===== src/rtl/tce_pkg.sv =====
package tce_pkg;
  typedef enum logic [1:0] {
    ACC_FETCH = 2'd0,
    ACC_LOAD  = 2'd1,
    ACC_STORE = 2'd2,
    ACC_RSVD  = 2'd3
  } acc_kind_e;

  // Check order: index 0 is the highest priority.
  localparam int unsigned N_EARLY  = 3;
  localparam int unsigned CHK_MODE = 0;
  localparam int unsigned CHK_FORM = 1;
  localparam int unsigned CHK_PERM = 2;
endpackage


===== src/rtl/tce_check_eval.sv =====
module tce_check_eval
  import tce_pkg::*;
#(
  parameter int unsigned N_CHK = N_EARLY
) (
  input  acc_kind_e        kind_i,
  input  logic [N_CHK-1:0] ok_i,
  input  logic             cap_ok_i,
  output logic [N_CHK-1:0] fail_o,
  output logic             early_fail_o,
  output logic             cap_fail_o
);
  for (genvar g = 0; g < N_CHK; g++) begin : g_chk
    assign fail_o[g] = ~ok_i[g];
  end

  assign early_fail_o = |fail_o;
  // The capability check counts only for stores.
  assign cap_fail_o = (kind_i == ACC_STORE) && !cap_ok_i;
endmodule


===== src/rtl/tce_cause_sel.sv =====
module tce_cause_sel
  import tce_pkg::*;
#(
  parameter int unsigned CAUSE_W        = 6,
  parameter int unsigned FETCH_CODE     = 12,
  parameter int unsigned LOAD_CODE      = 13,
  parameter int unsigned STORE_CODE     = 15,
  parameter int unsigned CAP_STORE_CODE = 27
) (
  input  acc_kind_e           kind_i,
  input  logic                early_fail_i,
  input  logic                cap_fail_i,
  output logic                fault_o,
  output logic [CAUSE_W-1:0]  cause_o
);
  localparam logic [CAUSE_W-1:0] C_FETCH = CAUSE_W'(FETCH_CODE);
  localparam logic [CAUSE_W-1:0] C_LOAD  = CAUSE_W'(LOAD_CODE);
  localparam logic [CAUSE_W-1:0] C_STORE = CAUSE_W'(STORE_CODE);
  localparam logic [CAUSE_W-1:0] C_CAP   = CAUSE_W'(CAP_STORE_CODE);

  logic [CAUSE_W-1:0] dflt_cause;

  always_comb begin
    unique case (kind_i)
      ACC_FETCH: dflt_cause = C_FETCH;
      ACC_STORE: dflt_cause = C_STORE;
      default:   dflt_cause = C_LOAD;
    endcase
  end

  always_comb begin
    fault_o = early_fail_i || cap_fail_i;
    cause_o = '0;
    if (fault_o) begin
      cause_o = dflt_cause;
      // The override applies only when no earlier check has failed.
      if (cap_fail_i && !early_fail_i) cause_o = C_CAP;
    end
  end
endmodule


===== src/rtl/tce_out_reg.sv =====
module tce_out_reg #(
  parameter int unsigned W = 7
) (
  input  logic         clk_i,
  input  logic         rst_ni,
  input  logic         vld_i,
  input  logic [W-1:0] d_i,
  output logic         vld_o,
  output logic [W-1:0] q_o
);
  always_ff @(posedge clk_i or negedge rst_ni) begin
    if (!rst_ni) begin
      vld_o <= 1'b0;
      q_o   <= '0;
    end else begin
      vld_o <= vld_i;
      if (vld_i) q_o <= d_i;
    end
  end
endmodule


===== src/rtl/tce_fault_cause.sv =====
module tce_fault_cause
  import tce_pkg::*;
#(
  parameter int unsigned CAUSE_W        = 6,
  parameter int unsigned FETCH_CODE     = 12,
  parameter int unsigned LOAD_CODE      = 13,
  parameter int unsigned STORE_CODE     = 15,
  parameter int unsigned CAP_STORE_CODE = 27
) (
  input  logic               clk_i,
  input  logic               rst_ni,
  input  logic               req_valid_i,
  input  logic [1:0]         acc_kind_i,
  input  logic               mode_ok_i,
  input  logic               form_ok_i,
  input  logic               perm_ok_i,
  input  logic               cap_store_ok_i,
  output logic               rsp_valid_o,
  output logic               fault_o,
  output logic [CAUSE_W-1:0] cause_o
);
  localparam int unsigned OUT_W = CAUSE_W + 1;

  acc_kind_e            kind;
  logic [N_EARLY-1:0]   ok_vec;
  logic [N_EARLY-1:0]   fail_vec;
  logic                 early_fail;
  logic                 cap_fail;
  logic                 fault_d;
  logic [CAUSE_W-1:0]   cause_d;
  logic [OUT_W-1:0]     out_q;

  assign kind             = acc_kind_e'(acc_kind_i);
  assign ok_vec[CHK_MODE] = mode_ok_i;
  assign ok_vec[CHK_FORM] = form_ok_i;
  assign ok_vec[CHK_PERM] = perm_ok_i;

  tce_check_eval #(.N_CHK(N_EARLY)) u_eval (
    .kind_i      (kind),
    .ok_i        (ok_vec),
    .cap_ok_i    (cap_store_ok_i),
    .fail_o      (fail_vec),
    .early_fail_o(early_fail),
    .cap_fail_o  (cap_fail)
  );

  tce_cause_sel #(
    .CAUSE_W       (CAUSE_W),
    .FETCH_CODE    (FETCH_CODE),
    .LOAD_CODE     (LOAD_CODE),
    .STORE_CODE    (STORE_CODE),
    .CAP_STORE_CODE(CAP_STORE_CODE)
  ) u_sel (
    .kind_i      (kind),
    .early_fail_i(early_fail),
    .cap_fail_i  (cap_fail),
    .fault_o     (fault_d),
    .cause_o     (cause_d)
  );

  tce_out_reg #(.W(OUT_W)) u_oreg (
    .clk_i (clk_i),
    .rst_ni(rst_ni),
    .vld_i (req_valid_i),
    .d_i   ({fault_d, cause_d}),
    .vld_o (rsp_valid_o),
    .q_o   (out_q)
  );

  assign fault_o = out_q[OUT_W-1];
  assign cause_o = out_q[CAUSE_W-1:0];

  logic unused_fail;
  assign unused_fail = ^fail_vec;
endmodule


===== config.mk =====
export PLATFORM = sky130hd
export DESIGN_NAME = tce_fault_cause
export DESIGN_NICKNAME = d
export VERILOG_FILES = /design/src/rtl/tce_pkg.sv /design/src/rtl/tce_check_eval.sv /design/src/rtl/tce_cause_sel.sv /design/src/rtl/tce_out_reg.sv /design/src/rtl/tce_fault_cause.sv
export SDC_FILE = /design/constraint.sdc
export NUM_CORES = 1
export LEC_CHECK = 0
export ABC_AREA = 1
export BUFFER_PORTS_ARGS = -buffer_cell sky130_fd_sc_hd__buf_2
export CAP_MARGIN = 10
export CORE_AREA = 2 2 39 41
export CTS_CLUSTER_DIAMETER = 120
export DETAILED_ROUTE_END_ITERATION = 8
export DIE_AREA = 0 0 41 43
export PLACE_DENSITY = 0.54
export SLEW_MARGIN = 20
export SYNTH_ARGS = -nofsm -noshare
export SYNTH_HDL_FRONTEND = slang
export SYNTH_SLANG_ARGS = --single-unit

===== constraint.sdc =====
create_clock -name clk_i -period 0.8 [get_ports clk_i]
set_clock_uncertainty 0.15 [all_clocks]
set_input_delay 0.16 -clock clk_i [delete_from_list [all_inputs] [get_ports clk_i]]
set_output_delay 0.16 -clock clk_i [all_outputs]
set_load 0.02 [all_outputs]

==> flow_summary_export.csv <==
group,metric,value,unit
run_status,outcome,"finished, violations left",
run_status,violations,"negative setup slack",
route,wire_per_inst,8.70,um
placed_design,io_buffers,15,
layout,n_antenna_cell,0,
grt,grt_pass1_vias,247,
layout,fin_util,35.3,%
worst_setup_path,crit_buf_inv,1,
die,die_h,43,um
die,dieWidth,41,um
logic_synthesis,synth_nets,43,
logic_synthesis,synth.distinct_cells,9,
route,ant_nets,0,
pwr,ir_drop,0.339,mV
timing,setup_ws,-302,ps
logic_synthesis,yosysWarnings,0,
timing,final.setup.tns,-2090,ps
logic_synthesis,ys_seq_elements,6,
worst_setup_path,startpoint,"u_oreg.q_o[3]$_DFFE_PN0P_",
clock_network,h-tree-depth,1,
logic_synthesis,synth-compound-area-share,0,%
clock_network,clock_path_buffers,2,
timing,drv_slew,0,
logic_synthesis,synth-xor-area-share,0,%
grt,grt.overflow.total,0,
grt,gr-usage-met2,10.6,%
worst_setup_path,crit_required,490,ps
placed_design,gp_congestion,0.597,
layout,syn_to_final_growth,63.2,%
worst_setup_path,worstRegToRegCells,3,
die,core.rowCount,14,
pwr,powerDensity,1740,nW/um2
route,num_vias,280,
worst_setup_path,path_max_fanout,3,
clock_network,clk_pin_slew,40,ps
worst_setup_path,critPathMaxStageDelay,420,ps
route,dr.first_iter.drc_count,6,
logic_synthesis,synthMuxAreaShare,0,%
worst_setup_path,crit_path_end,"fault_o",
hold_path,hold_path_class,"in -> reg",
worst_setup_path,cp-start-kind,"flip-flop",
worst_setup_path,r2r_start,"u_oreg.q_o[0]$_DFFE_PN0P_",
grt,grt_pass1_wl,938,um
worst_setup_path,arrival,790,ps
clock_network,clock-sinks,6,
timing,finalCriticalPeriod,1100,ps
grt,globalRouteMet3Util,1.57,%
grt,use_met1,10.0,%
pwr,p_leak,0.249,nW
worst_setup_path,cp_top_family,"flip-flops",
die,core,1380,um2
die,ioPinCount,17,
timing,hold_violations,0,
logic_synthesis,syn_area,299,um2
worst_setup_path,cp-end-kind,"primary output",
grt,antenna_found_initial,0,
worst_setup_path,reg2reg_to,"u_oreg.q_o[0]$_DFFE_PN0P_",
die,start_util,21.6,%
layout,drive_gt1_share,61.1,%
worst_setup_path,critPathSlowestCell,"dfrtp_2",
worst_setup_path,rrSetupSlack,-100,ps
logic_synthesis,synth_fa_ha_area_share,0,%
grt,grt.busiest_layer,"met2",
route,drc_errors,0,
grt,grt_max_degree,7,
timing,finalSetupViolCount,9,
logic_synthesis,synth_top_family_by_area,"simple AND/OR/NAND/NOR gates",
logic_synthesis,ys_seq_area_share,50.2,%
clock_network,cts-root-buf,"clkbuf_4",
route,viasPerCell,4.00,
route,routed_wl,609,um
timing,rsz0062_at_grt,"yes",
clock_network,cts_made_buffers,3,
layout,multi_input_area,126,um2
placed_design,pre_cts_slack,-78.7,ps
clock_network,insertion_delay,240,ps
logic_synthesis,synth-simple-area-share,38.5,%
layout,fin_nets,64,
logic_synthesis,netlist_instances,34,
worst_setup_path,path_depth,1,
placed_design,dp_hpwl,499,um
layout,ff_latch_area,156,um2
worst_setup_path,critPathKind,"reg -> out",
route,drtPass1Iterations,4,
worst_setup_path,crit_path_cell_trace,"buf_6",
layout,fill_cells,162,
die,die_area,1760,um2
timing,fin_crit_sh,138,%
run,drv_cap,0,
timing,max_freq,908,MHz
grt,track_usage,8.34,%
clock_network,cts_tree,"done",
logic_synthesis,synth.avg_cell_area,8.80,um2
## synthesized netlist by cell type
cell,number,area [um2]
nand3_2,1,10.0
conb_1,1,3.75
nor2_4,3,33.8
dfrtp_1,6,150
buf_4,2,15.0
nand2_1,11,41.3
nand3_1,6,30.0
inv_2,2,7.51
inv_1,2,7.51
## layer usage
layer,up-vias,routed length (um)
li1,142,-
met1,120,234
met2,16,301
met3,2,62
met4,0,10
met5,-,0
## cells by family after synthesis
logic type,Yosys count
other,1
and+or+nand+nor,21
buffers and inverters,6
DFF,6
## how the worst min path moves through the flow
stage,start,to,slack [ps],depth (start not counted)
after floorplan,rst_ni,u_oreg.q_o[0]$_DFFE_PN0P_,-290,0
after global placement,rst_ni,u_oreg.vld_o$_DFF_PN0_,-160,1
after detailed placement,rst_ni,u_oreg.vld_o$_DFF_PN0_,-160,1
after CTS,req_valid_i,u_oreg.vld_o$_DFF_PN0_,9,2
after global routing,req_valid_i,u_oreg.vld_o$_DFF_PN0_,10,2
final,req_valid_i,u_oreg.vld_o$_DFF_PN0_,20,2
## final cells by class
cell class	count	area share, %
inverter	4	3.08
multi-input combinational	22	25.9
clock buffer	4	5.38
timing repair buffer	18	29.5
tap	16	4.10
sequential	6	32.1
## sequential cells by signal (all words and copies together) (netlist names)
signal / flops
u_oreg.vld_o: 1
u_oreg.q_o: 5
## report_power, final
group / internal (W) / switching [W] / leakage, nW / total [W]
clock: 0.000189 / 0.000113 / 0.0150 / 0.000302
sequential: 0.000330 / 0.0000166 / 0.0666 / 0.000346
combinational: 0.0000972 / 0.000102 / 0.167 / 0.000200
total: 0.000616 / 0.000232 / 0.249 / 0.000848
## stage by stage
| stage | hold slack, ps | total power, W | area (um2) | std cells |
|---|---|---|---|---|
| CTS | 8.91 | 0.000856 | 473 | 69 |
| detailed placement | -160 | 0.000501 | 393 | 64 |
| global placement | -161 | 0.000497 | 393 | 64 |
| finish | 20.1 | 0.000848 | 488 | 70 |
| global route | 13.2 | 0.000911 | 488 | 70 |
| floorplan | -286 | 0.000444 | 309 | 34 |
## cells in the final DEF, fill, tap and decap left out, drive strengths merged
cell type	instances
nor2	3
dfrtp	6
conb	1
nand2	11
inv	4
buf	17
nand3	7
dlygate4sd3	1
clkbuf	4
## timing repair
| item | CTS | global route |
|---|---|---|
| hold buffers | 1 | 0 |
| setup endpoints to repair | 8 | 9 |
| setup buffers | 0 | 1 |
| hold endpoints to repair | 6 | 0 |
| gates resized for setup | 14 | 2 |
| pin swaps | 2 | 0 |
(Power assumes the default switching activity.)
